[config.mk]
export PLATFORM = sky130hd
export DESIGN_NAME = ra_mode_ctrl
export DESIGN_NICKNAME = d
export VERILOG_FILES = /design/src/rtl/ra_pkg.sv /design/src/rtl/ra_mode_fsm.sv /design/src/rtl/ra_pc_latch.sv /design/src/rtl/ra_early_timer.sv /design/src/rtl/ra_mode_ctrl.sv
export SDC_FILE = /design/constraint.sdc
export NUM_CORES = 1
export LEC_CHECK = 0
export ABC_CLOCK_PERIOD_IN_PS = 5300
export BUFFER_PORTS_ARGS = -buffer_cell sky130_fd_sc_hd__buf_2
export CELL_PAD_IN_SITES_DETAIL_PLACEMENT = 1
export CELL_PAD_IN_SITES_GLOBAL_PLACEMENT = 1
export CORE_ASPECT_RATIO = 0.6
export CORE_MARGIN = 3
export CORE_UTILIZATION = 30
export CTS_BUF_LIST = sky130_fd_sc_hd__clkbuf_16
export DETAILED_ROUTE_END_ITERATION = 7
export HOLD_SLACK_MARGIN = 0.15
export PLACE_DENSITY = 0.79
export SETUP_SLACK_MARGIN = 0.05
export SYNTH_ARGS = -nofsm -noshare
export SYNTH_HDL_FRONTEND = slang
export SYNTH_SLANG_ARGS = --single-unit
[constraint.sdc]
create_clock -name clk -period 5.3 [get_ports clk]
set_clock_uncertainty 0.1 [all_clocks]
set_input_delay 0.265 -clock clk [delete_from_list [all_inputs] [get_ports clk]]
set_output_delay 0.265 -clock clk [all_outputs]
set_load 0.03 [all_outputs]
[src/rtl/ra_pkg.sv]
`timescale 1ns/1ps
package ra_pkg;
  typedef enum logic [1:0] {
    RA_NORMAL  = 2'd0,
    RA_RUN     = 2'd1,
    RA_RESTORE = 2'd2
  } ra_state_e;

  // Cycle index (from entry) at which early refetch is started.
  function automatic logic [15:0] early_target(input logic [15:0] lat,
                                                input logic [15:0] lead);
    if (lat > lead) early_target = lat - lead;
    else            early_target = 16'd1;
  endfunction
endpackage

[src/rtl/ra_mode_fsm.sv]
`timescale 1ns/1ps
module ra_mode_fsm
  import ra_pkg::*;
(
  input  logic      clk,
  input  logic      rst,
  input  logic      miss_valid,
  input  logic      miss_return,
  output ra_state_e state_q,
  output ra_state_e state_d,
  output logic      enter,
  output logic      leave
);
  always_comb begin
    state_d = state_q;
    enter   = 1'b0;
    leave   = 1'b0;
    case (state_q)
      RA_NORMAL: begin
        if (miss_valid) begin
          state_d = RA_RUN;
          enter   = 1'b1;
        end
      end
      RA_RUN: begin
        if (miss_return) begin
          state_d = RA_RESTORE;
          leave   = 1'b1;
        end
      end
      RA_RESTORE: state_d = RA_NORMAL;
      default:    state_d = RA_NORMAL;
    endcase
  end

  always_ff @(posedge clk) begin
    if (rst) state_q <= RA_NORMAL;
    else     state_q <= state_d;
  end
endmodule

[src/rtl/ra_pc_latch.sv]
`timescale 1ns/1ps
module ra_pc_latch #(
  parameter int PC_W = 32
) (
  input  logic            clk,
  input  logic            rst,
  input  logic            cap,
  input  logic [PC_W-1:0] pc_in,
  output logic [PC_W-1:0] pc_q
);
  always_ff @(posedge clk) begin
    if (rst)      pc_q <= '0;
    else if (cap) pc_q <= pc_in;
  end
endmodule

[src/rtl/ra_early_timer.sv]
`timescale 1ns/1ps
module ra_early_timer
  import ra_pkg::*;
#(
  parameter int CNT_W = 8
) (
  input  logic             clk,
  input  logic             rst,
  input  logic             enter,
  input  logic             running,
  input  logic             stop,
  input  logic             early_en,
  input  logic [CNT_W-1:0] early_lead,
  input  logic [CNT_W-1:0] early_lat,
  output logic             early_fetch
);
  localparam logic [CNT_W-1:0] CNT_MAX = {CNT_W{1'b1}};

  logic [CNT_W-1:0] cnt_q;
  logic             fired_q;
  logic [15:0]      tgt_wide;
  logic [CNT_W-1:0] tgt;
  logic             hit;

  always_comb begin
    tgt_wide = early_target(16'(early_lat), 16'(early_lead));
    tgt      = tgt_wide[CNT_W-1:0];
    hit      = running && early_en && !fired_q && !stop && (cnt_q == tgt);
  end

  always_ff @(posedge clk) begin
    if (rst) begin
      cnt_q       <= '0;
      fired_q     <= 1'b0;
      early_fetch <= 1'b0;
    end else begin
      early_fetch <= hit;
      if (enter) begin
        cnt_q   <= {{(CNT_W-1){1'b0}}, 1'b1};
        fired_q <= 1'b0;
      end else if (running) begin
        if (cnt_q != CNT_MAX) cnt_q <= cnt_q + 1'b1;
        if (hit) fired_q <= 1'b1;
      end
    end
  end
endmodule

[src/rtl/ra_mode_ctrl.sv]
`timescale 1ns/1ps
module ra_mode_ctrl
  import ra_pkg::*;
#(
  parameter int PC_W      = 32,
  parameter int CNT_W     = 8,
  parameter bit HAS_EARLY = 1'b1
) (
  input  logic             clk,
  input  logic             rst,
  input  logic             miss_valid,
  input  logic [PC_W-1:0]  miss_pc,
  input  logic             miss_return,
  input  logic             early_en,
  input  logic [CNT_W-1:0] early_lead,
  input  logic [CNT_W-1:0] early_lat,
  output logic             ra_active,
  output logic             ckpt_save,
  output logic             ckpt_restore,
  output logic             load_inv,
  output logic             flush,
  output logic             redirect_valid,
  output logic [PC_W-1:0]  fetch_pc,
  output logic             early_fetch
);
  ra_state_e state_q, state_d;
  logic      enter, leave;

  ra_mode_fsm u_fsm (
    .clk        (clk),
    .rst        (rst),
    .miss_valid (miss_valid),
    .miss_return(miss_return),
    .state_q    (state_q),
    .state_d    (state_d),
    .enter      (enter),
    .leave      (leave)
  );

  ra_pc_latch #(.PC_W(PC_W)) u_pc (
    .clk  (clk),
    .rst  (rst),
    .cap  (enter),
    .pc_in(miss_pc),
    .pc_q (fetch_pc)
  );

  generate
    if (HAS_EARLY) begin : g_early
      ra_early_timer #(.CNT_W(CNT_W)) u_timer (
        .clk        (clk),
        .rst        (rst),
        .enter      (enter),
        .running    (state_q == RA_RUN),
        .stop       (miss_return),
        .early_en   (early_en),
        .early_lead (early_lead),
        .early_lat  (early_lat),
        .early_fetch(early_fetch)
      );
    end else begin : g_no_early
      logic unused_early;
      assign unused_early = early_en ^ (^early_lead) ^ (^early_lat);
      assign early_fetch  = 1'b0;
    end
  endgenerate

  always_ff @(posedge clk) begin
    if (rst) begin
      ra_active      <= 1'b0;
      ckpt_save      <= 1'b0;
      load_inv       <= 1'b0;
      ckpt_restore   <= 1'b0;
      flush          <= 1'b0;
      redirect_valid <= 1'b0;
    end else begin
      ra_active      <= (state_d != RA_NORMAL);
      ckpt_save      <= enter;
      load_inv       <= enter;
      ckpt_restore   <= leave;
      flush          <= leave;
      redirect_valid <= leave;
    end
  end
endmodule

==> results of run 1 <==
[path summary, 6_finish.rpt]
kind | startpoint | endpoint | slack (ns) | depth (start not counted)
setup / recovery | early_lat[0] | g_early.u_timer.fired_q | 2.42 | 10
setup reg to reg | g_early.u_timer.cnt_q[3] | g_early.u_timer.fired_q | 2.70 | 6
hold reg to reg | g_early.u_timer.fired_q | g_early.u_timer.fired_q | 0.37 | 2
hold / removal | miss_return | u_fsm.state_q[1] | 0.15 | 2
[state kept, by name (all words and copies together) (netlist names)]
name                         count
g_early.u_timer.cnt_q            8
g_early.u_timer.early_fetch      1
g_early.u_timer.fired_q          1
load_inv                         1
ra_active                        1
redirect_valid                   1
u_fsm.state_q                    2
u_pc.pc_q                       32
[power breakdown]
| part | switching (W) | internal [W] |
|---|---|---|
| clock network | 0.000131 | 0.000269 |
| registers | 0.0000149 | 0.000374 |
| logic | 0.000136 | 0.0000984 |
[cell type report]
type                            instances  area, µm²  area share
Clock inverter                          3       63.8      0.0191
Timing Repair Buffer                  127        811       0.243
Sequential cell                        47        941       0.282
Inverter                               14       52.6      0.0158
Multi-Input combinational cell        161       1220       0.365
Clock buffer                            5        125      0.0375
Tap cell                              100        125      0.0375
[critical path, cell delays in order]
cell	delay [ns]
buf_2	0.08
inv_1	0.04
ha_1	0.23
fa_1	0.43
nand2b_2	0.26
a211oi_1	0.33
o32ai_2	0.24
o311ai_0	0.71
nand4_2	0.22
a21oi_2	0.18
[synthesized netlist by cell type (3+ instances only)]
| master | n | area, µm² |
|---|---|---|
| nor2_1 | 18 | 67.6 |
| clkbuf_1 | 6 | 22.5 |
| a31oi_1 | 3 | 18.8 |
| xor2_1 | 7 | 61.3 |
| a21oi_1 | 7 | 35.0 |
| ha_1 | 9 | 113 |
| dfxtp_1 | 47 | 941 |
| nand4_1 | 5 | 31.3 |
| buf_4 | 3 | 22.5 |
| o21ai_0 | 5 | 25.0 |
| inv_1 | 14 | 52.6 |
| nor2b_1 | 3 | 18.8 |
| xnor2_1 | 4 | 35.0 |
| nor3_1 | 6 | 30.0 |
| nand2b_1 | 5 | 31.3 |
| nand2_1 | 15 | 56.3 |
| a22o_1 | 32 | 280 |
[cell families (layout without fill, tap and decap cells)]
logic type / after synthesis / count (layout)
AO/OA/AOI/OAI: 68 / 68
XOR/XNOR: 12 / 12
adder cells (fa/ha/maj): 10 / 10
buffers and inverters: 28 / 149
flip-flops: 47 / 47
multiplexers: 2 / 2
AND/OR/NAND/NOR: 69 / 69
[metal layers]
metal	global-route usage	share of wire
met4	0.0436	0.016
met5	0	0
met2	0.327	0.52
met1	0.217	0.44
met3	0.0285	0.027
[metrics by stage]
step / hold slack, ns / setup slack [ns] / cells / area (µm²)
4_1_cts: 0.151 / 2.73 / 457 / 3330
3_5_place_dp: 0.362 / 2.44 / 415 / 2810
3_3_place_gp: 0.350 / 2.56 / 415 / 2810
6_report: 0.155 / 2.42 / 457 / 3330
5_1_grt: 0.160 / 2.33 / 457 / 3330
2_1_floorplan: 0.237 / 2.84 / 236 / 2280
==> impl_metrics.env, run 1 <==
export IMPL_status="finished clean"
export IMPL_yosys_warnings=0
export IMPL_synth_area_um2=2280
export IMPL_clock_root_buffer="clkbuf_16"
export IMPL_cts_tree="built"
export IMPL_async_flop_share=0
export IMPL_synth_compound_area_frac=0.248
export IMPL_synth_simple_area_share=0.161
export IMPL_worst_slew_pin_slew_ns=0.734
export IMPL_fmax_mhz=347
export IMPL_grt_overflow_total=0
export IMPL_chipWidth_um=119
export IMPL_ant_nets=0
export IMPL_dr_total_vias=2239
export IMPL_syn_to_final_growth_pct=46.0
export IMPL_setup_violations=0
export IMPL_routed_wl_um=7830
export IMPL_postLayoutCoreUtil=0.475
export IMPL_total_leakage_power_nw=1.55
export IMPL_hold_viol=0
export IMPL_drc_errors=0
export IMPL_syn_avg_cell_area_um2=9.68
export IMPL_synthXorXnorAreaFrac=0.0526
export IMPL_ys_ff_latch=47
export IMPL_netlist_instances=236
export IMPL_slew_viol_final=0
export IMPL_first_pass_iters=4
export IMPL_clockBufferDepth=2
export IMPL_final_common_cell="buf_2"
export IMPL_nFillCells=838
export IMPL_via_per_inst=4.90
export IMPL_start_util=0.325
export IMPL_num_antenna_cells=0
export IMPL_layout_common_cells="buf_2, dfxtp_1, dlygate4sd3_1"
export IMPL_synth_area_mux_share=0.00932
export IMPL_worstPathRequired_ns=5.41
export IMPL_num_nets_final=419
export IMPL_wire_per_inst_um=17.1
export IMPL_grt_use_total=0.176
export IMPL_grt_first_pass_wirelength_um=12400
export IMPL_maxCapViolations=0
export IMPL_h_tree_depth=2
export IMPL_rows=23
export IMPL_criticalPathCategory="in -> reg"
export IMPL_rsz0062_at_grt="no"
export IMPL_numCtsBuffers=5
export IMPL_core_area_um2=7020
export IMPL_start_kind="primary input"
export IMPL_dp_hpwl_um=4960
export IMPL_cp_max_fo=9
export IMPL_die_h_um=73.6
export IMPL_cts_sinks=47
export IMPL_dieArea_um2=8730
export IMPL_antenna_found_initial=0
export IMPL_drt_iter0_drc=125
export IMPL_grt_max_degree=34
export IMPL_hp_class="in -> reg"
export IMPL_timing_setup_tns_ns=0
export IMPL_synth_top_family_by_area="compound AO/OA/AOI/OAI gates"
export IMPL_synth_distinct_cells=58
export IMPL_synth_edf_count=0
export IMPL_ios=92
export IMPL_pwr_density_cell_nw_per_um2=307
export IMPL_worst_setup_path_end_kind="flip-flop"
export IMPL_ctsHoldBuffers=34
export IMPL_layout_drive_gt1_share=0.319
export IMPL_relSlewSlack=0.505
export IMPL_clk_latency_ns=0.29
export IMPL_cts_setup_buffers=0
export IMPL_clk_pin_slew_worst_paths_ns=0.06
export IMPL_ys_flop_type="dfxtp_1"
export IMPL_synth_nets=299
export IMPL_grt_pass1_vias=2406
export IMPL_cp_arrival_ns=2.99
export IMPL_period_share=0.543
export IMPL_io_buffers=91
export IMPL_cts_resized=0
export IMPL_peakVddDrop_mv=0.140
export IMPL_period_needed_ns=2.88
export IMPL_power_w=0.00102
export IMPL_synth_seq_area_share=0.412
export IMPL_synthAdderAreaFrac=0.0581
export IMPL_gp_congestion=0.811
(Power assumes the default switching activity.)
==> run 2, diff against run 1 <==
Settings changed: ABC_AREA from default to 1, ABC_CLOCK_PERIOD_IN_PS 5300 to 2700, PLACE_DENSITY 0.79 to 0.82.
Clock period 5.3 ns to 2.7 ns, I/O delays scaled along.
==> impl_metrics.env, run 2 <==
export IMPL_status="finished clean"
export IMPL_rsz0062_at_grt="no"
export IMPL_async_flop_share=0
export IMPL_min_path_cells=3
export IMPL_reg2reg_depth=9
export IMPL_reg_top3="u_pc.pc_q: 32 flops, g_early.u_timer.cnt_q: 8 flops, u_fsm.state_q: 2 flops"
export IMPL_path_delay_family="simple AND/OR/NAND/NOR gates"
export IMPL_cts_tree="built"
export IMPL_fin_hold_ws_ns=0.169
export IMPL_synth_most_common_cell="nand2_1"
export IMPL_first_pass_iters=4
export IMPL_largest_reg_flops=32
export IMPL_die_h_um=73.4
export IMPL_syn_to_final_growth_pct=47.6
export IMPL_drt_iter0_drc=94
export IMPL_drc_errors=0
export IMPL_crit_chain="buf_2, ha_1, fa_1, inv_1, nand2_1, nand2_1, nand3_1, nand2_1, nand2_1, o21ai_0, nand2_1, nand3b_1, nor3_2"
export IMPL_clk_latency_ns=0.29
export IMPL_critPathBufInv=2
export IMPL_start_kind="primary input"
export IMPL_setup_violations=0
export IMPL_hp_class="in -> reg"
export IMPL_io_buffers=91
export IMPL_num_nets_final=481
export IMPL_synth_common_cells="nand2_1, inv_1, dfxtp_1"
export IMPL_dp_hpwl_um=5480
export IMPL_routed_wl_um=9080
export IMPL_numCtsBuffers=5
export IMPL_cts_sinks=47
export IMPL_final_common_cell="buf_2"
export IMPL_critical_path_max_stage_delay_ns=0.40
export IMPL_peakVddDrop_mv=0.333
export IMPL_synth_seq_area_share=0.414
export IMPL_clockBufferDepth=2
export IMPL_start_util=0.325
export IMPL_rows=23
export IMPL_pwr_density_cell_nw_per_um2=607
export IMPL_ys_ff_latch=47
export IMPL_clock_root_buffer="clkbuf_16"
export IMPL_ys_flop_type="dfxtp_1"
export IMPL_gp_congestion=0.773
export IMPL_worstHoldStart="miss_valid"
export IMPL_relSlewSlack=0.472
export IMPL_cp_max_fo=11
export IMPL_dieArea_um2=8690
export IMPL_multiInputGateArea_um2=1080
export IMPL_worst_path_max_delay_cell="fa_1"
export IMPL_worst_slew_pin_slew_ns=0.791
export IMPL_synth_area_top_cells="dfxtp_1, a22o_1, nand2_1"
export IMPL_grt_overflow_total=0
export IMPL_chipWidth_um=118
export IMPL_grt_max_degree=34
export IMPL_layout_common_cells="buf_2, nand2_1, inv_1"
export IMPL_core_area_um2=6990
export IMPL_synth_distinct_cells=23
export IMPL_fmax_mhz=427
export IMPL_antenna_found_initial=0
export IMPL_worstPathRequired_ns=2.81
export IMPL_cp_arrival_ns=2.45
export IMPL_syn_avg_cell_area_um2=7.71
export IMPL_clk_pin_slew_worst_paths_ns=0.07
export IMPL_synth_nets=358
export IMPL_nFillCells=865
export IMPL_timing_rr_start="g_early.u_timer.cnt_q[0]"
export IMPL_dr_total_vias=2517
export IMPL_h_tree_depth=2
export IMPL_grt_use_total=0.209
export IMPL_final_cells=520
export IMPL_crit_path_frequent_cell="nand2_1"
export IMPL_ant_nets=0
export IMPL_hold_viol=0
export IMPL_grt_first_pass_wirelength_um=14300
export IMPL_cts_resized=0
export IMPL_grt_pass1_vias=2713
export IMPL_period_share=0.867
export IMPL_place_inst=476
export IMPL_maxCapViolations=0
export IMPL_ctsHoldBuffers=35
export IMPL_regArea_um2=941
export IMPL_layout_drive_gt1_share=0.263
export IMPL_yosys_warnings=0
export IMPL_yosysTopAreaCell="dfxtp_1"
export IMPL_wire_per_inst_um=17.5
export IMPL_synth_edf_count=0
export IMPL_netlist_instances=295
export IMPL_synth_top_area_share=0.414
export IMPL_timing_setup_tns_ns=0
export IMPL_criticalPathCategory="in -> reg"
export IMPL_cts_setup_buffers=0
export IMPL_ios=92
export IMPL_largest_register="u_pc.pc_q"
export IMPL_synth_area_um2=2270
export IMPL_min_to="ra_active"
export IMPL_rrSetupSlack_ns=0.63
export IMPL_via_per_inst=4.84
export IMPL_slew_viol_final=0
export IMPL_total_leakage_power_nw=1.73
export IMPL_worst_setup_path_end_kind="flip-flop"
export IMPL_reg2reg_to="g_early.u_timer.cnt_q[7]"
export IMPL_period_needed_ns=2.34
[run 2: cell count changes in the layout (fill, tap and decap cells not counted), sizes merged, moves of 5 or more]
cell / before / now
nand2: 15 / 66
inv: 15 / 49
nand3: 2 / 20
xor2: 7 / 0
nand2b: 6 / 0
a21oi: 8 / 13
[run 2: kinds of logic (layout without fill, tap and decap cells)]
group	Yosys count	after routing	synth area share
buffers and inverters	62	186	0.112
DFF	47	47	0.414
xor gates and xnor gates	1	1	0.00385
other	0	1	0
adders and majority gates	10	10	0.0583
and+or+nand+nor	122	122	0.238
AOI/OAI and AO/OA	53	53	0.173
[run 2: layout make-up]
type / instances / area share
multi-input combinational: 186 / 0.323
sequential: 47 / 0.280
timing repair buffer: 129 / 0.247
inverter: 49 / 0.0548
clock buffer: 5 / 0.0373
tap: 100 / 0.0373
clock inverter: 3 / 0.0201
antenna: 1 / 0.000746
[run 2: worst min-delay path, cell delays in order]
cell,delay (ns)
buf_2,0.10
nand3_1,0.19
a21oi_1,0.09
[run 2: stage by stage]
step	total power [W]	cell area, µm²	setup WS (ns)	utilization
final	0.00204	3360	0.359	0.480
after global routing	0.00213	3350	0.156	0.480
after CTS	0.00202	3350	0.504	0.480
after detailed placement	0.00117	2810	0.293	0.402
after global placement	0.00116	2810	0.414	0.402
after floorplan	0.00104	2270	0.813	-
[run 2: report_power, final]
| part | internal [W] | switching (W) |
|---|---|---|
| combinational | 0.000178 | 0.000285 |
| clock | 0.000531 | 0.000282 |
| sequential | 0.000733 | 0.0000269 |
[run 2: worst max-delay path by stage]
stage,slack (ns),endpoint,cells after the start,startpoint
after global routing,0.16,g_early.u_timer.fired_q,15,early_lat[0]
final,0.36,g_early.u_timer.early_fetch,13,early_lead[0]
after CTS,0.50,g_early.u_timer.early_fetch,13,early_lead[0]
after floorplan,0.81,g_early.u_timer.fired_q,17,early_lat[0]
after detailed placement,0.29,g_early.u_timer.fired_q,14,early_lead[0]
after global placement,0.41,g_early.u_timer.fired_q,14,early_lead[0]
[run 2: layer usage]
metal / vias up / track usage / part of all wire
li1: 1221 / - / -
met1: 1194 / 0.242 / 0.43
met2: 82 / 0.390 / 0.50
met3: 20 / 0.0500 / 0.044
met4: 0 / 0.0680 / 0.029
met5: - / 0 / 0
==> run 3, diff against run 2 <==
Settings changed: BUFFER_PORTS_ARGS -buffer_cell sky130_fd_sc_hd__buf_2 to -buffer_cell sky130_fd_sc_hd__buf_4.
==> impl_metrics.env, run 3 (synthesis results as in run 2) <==
export IMPL_pwr_density_cell_nw_per_um2=584
export IMPL_cts_resized=0
export IMPL_reg2reg_to="g_early.u_timer.cnt_q[7]"
export IMPL_placed_area_um2=3030
export IMPL_syn_to_final_growth_pct=57.0
export IMPL_cp_max_fo=11
export IMPL_period_share=0.838
export IMPL_num_antenna_cells=0
export IMPL_setup_violations=0
export IMPL_finalInstanceArea_um2=3570
export IMPL_crit_chain="buf_4, ha_1, fa_1, inv_1, nand2_1, nand2_1, nand3_1, nand2_1, nand2_1, inv_1, nand3_1, nand2_1, nand2_1, nor2_1, nand3_1, a21oi_2"
export IMPL_drc_errors=0
export IMPL_layout_drive_gt1_share=0.258
export IMPL_post_place_ws_ns=0.241
export IMPL_critical_path_max_stage_delay_ns=0.40
export IMPL_worst_setup_path_end_kind="flip-flop"
export IMPL_clk_latency_ns=0.29
export IMPL_period_needed_ns=2.26
export IMPL_timing_setup_tns_ns=0
export IMPL_clockBufferDepth=2
export IMPL_gp_congestion=0.833
export IMPL_drt_iter0_drc=142
export IMPL_grt_first_pass_wirelength_um=14200
export IMPL_reg_top3="u_pc.pc_q: 32 flops, g_early.u_timer.cnt_q: 8 flops, u_fsm.state_q: 2 flops"
export IMPL_routed_wl_um=9160
export IMPL_layout_common_cells="buf_4, nand2_1, inv_1"
export IMPL_timing_rr_start="g_early.u_timer.cnt_q[0]"
export IMPL_ios=92
export IMPL_worstSetupEndpoint="g_early.u_timer.fired_q"
export IMPL_fmax_mhz=442
export IMPL_status="finished clean"
export IMPL_dr_total_vias=2491
export IMPL_largest_register="u_pc.pc_q"
export IMPL_peakVddDrop_mv=0.388
export IMPL_worst_path_max_delay_cell="fa_1"
export IMPL_worst_slew_pin_slew_ns=0.659
export IMPL_ant_nets=0
export IMPL_clk_pin_slew_worst_paths_ns=0.06
export IMPL_core_area_um2=6990
export IMPL_clock_root_buffer="clkbuf_16"
export IMPL_fin_hold_ws_ns=0.228
export IMPL_dp_hpwl_um=5970
export IMPL_start_util=0.325
export IMPL_rsz0062_at_grt="no"
export IMPL_cts_tree="built"
export IMPL_start_kind="primary input"
export IMPL_dieArea_um2=8690
export IMPL_largest_reg_flops=32
export IMPL_grt_use_total=0.208
export IMPL_criticalPathCategory="in -> reg"
export IMPL_die_h_um=73.4
export IMPL_setup_ws_ns=0.438
export IMPL_total_leakage_power_nw=1.78
export IMPL_slew_viol_final=0
export IMPL_grt_pass1_vias=2612
export IMPL_reg2reg_depth=9
export IMPL_chipWidth_um=118
export IMPL_startpoint="early_lead[0]"
export IMPL_relSlewSlack=0.560
export IMPL_crit_path_frequent_cell="nand2_1"
export IMPL_h_tree_depth=2
export IMPL_io_buffers=91
export IMPL_num_nets_final=480
export IMPL_numCtsBuffers=5
export IMPL_worstPathRequired_ns=2.83
export IMPL_wire_per_inst_um=17.7
export IMPL_cts_sinks=47
export IMPL_antenna_found_initial=0
export IMPL_hold_viol=0
export IMPL_cp_arrival_ns=2.39
export IMPL_hp_class="in -> reg"
export IMPL_grt_max_degree=34
export IMPL_via_per_inst=4.81
export IMPL_rows=23
export IMPL_rrSetupSlack_ns=0.46
export IMPL_final_common_cell="buf_4"
export IMPL_grt_overflow_total=0
export IMPL_maxCapViolations=0
export IMPL_first_pass_iters=4
[run 3: cell count changes in the layout (fill, tap and decap cells not counted), sizes merged]
cell	delta
diode	-1
clkinvlp	-1
inv	+1
buf	-1
[run 3: cell type report]
class                      instances  area (µm²)
clock buffer                       5         125
inverter                          49         184
clock inverter                     3        63.8
tap                              100         125
fill                             854        3420
timing repair buffer             128        1050
multi-input combinational        186        1080
sequential                        47         941
[run 3: power by group]
| part | switching, W | total, W | internal [W] |
|---|---|---|---|
| sequential | 0.0000295 | 0.000763 | 0.000733 |
| clock | 0.000290 | 0.000818 | 0.000528 |
| combinational | 0.000286 | 0.000504 | 0.000218 |
| total | 0.000605 | 0.00208 | 0.00148 |
[run 3: metrics by stage]
| stage | power, W | utilization | cells |
|---|---|---|---|
| final | 0.00208 | 0.510 | 518 |
| after global routing | 0.00216 | 0.510 | 518 |
| after CTS | 0.00205 | 0.510 | 518 |
| after detailed placement | 0.00122 | 0.433 | 475 |
| after global placement | 0.00120 | 0.433 | 475 |
| after floorplan | 0.00104 | - | 295 |
[run 3: how the worst min path moves through the flow]
stage / from / to / slack, ns / depth (start not counted)
after floorplan: miss_pc[0] / u_pc.pc_q[0] / 0.17 / 1
after global placement: miss_pc[27] / u_pc.pc_q[27] / 0.26 / 2
after detailed placement: miss_pc[14] / u_pc.pc_q[14] / 0.26 / 2
after CTS: miss_valid / ra_active / 0.21 / 3
after global routing: miss_valid / ra_active / 0.24 / 3
final: miss_valid / ra_active / 0.23 / 3
[run 3: timing repair]
item / in CTS / in global routing
hold buffers: 35 / 0
endpoints found under the hold margin: 38 / 0
setup endpoints to repair: 0 / 0
setup buffers: 0 / 0
[run 3: routing by layer]
layer / global-route usage / wire length [µm] / vias to the layer above
met5: 0 / 0 / -
met4: 0.0655 / 193 / 0
met3: 0.0431 / 389 / 18
met2: 0.373 / 4730 / 65
met1: 0.255 / 3850 / 1193
li1: - / - / 1215
[run 3: worst max-delay path: cells and delay by family]
kind / cells / cell delay, ns
buffers and inverters: 3 / 0.32
and+or+nand+nor: 10 / 1.23
adders and majority gates: 2 / 0.61
AOI/OAI and AO/OA: 1 / 0.11
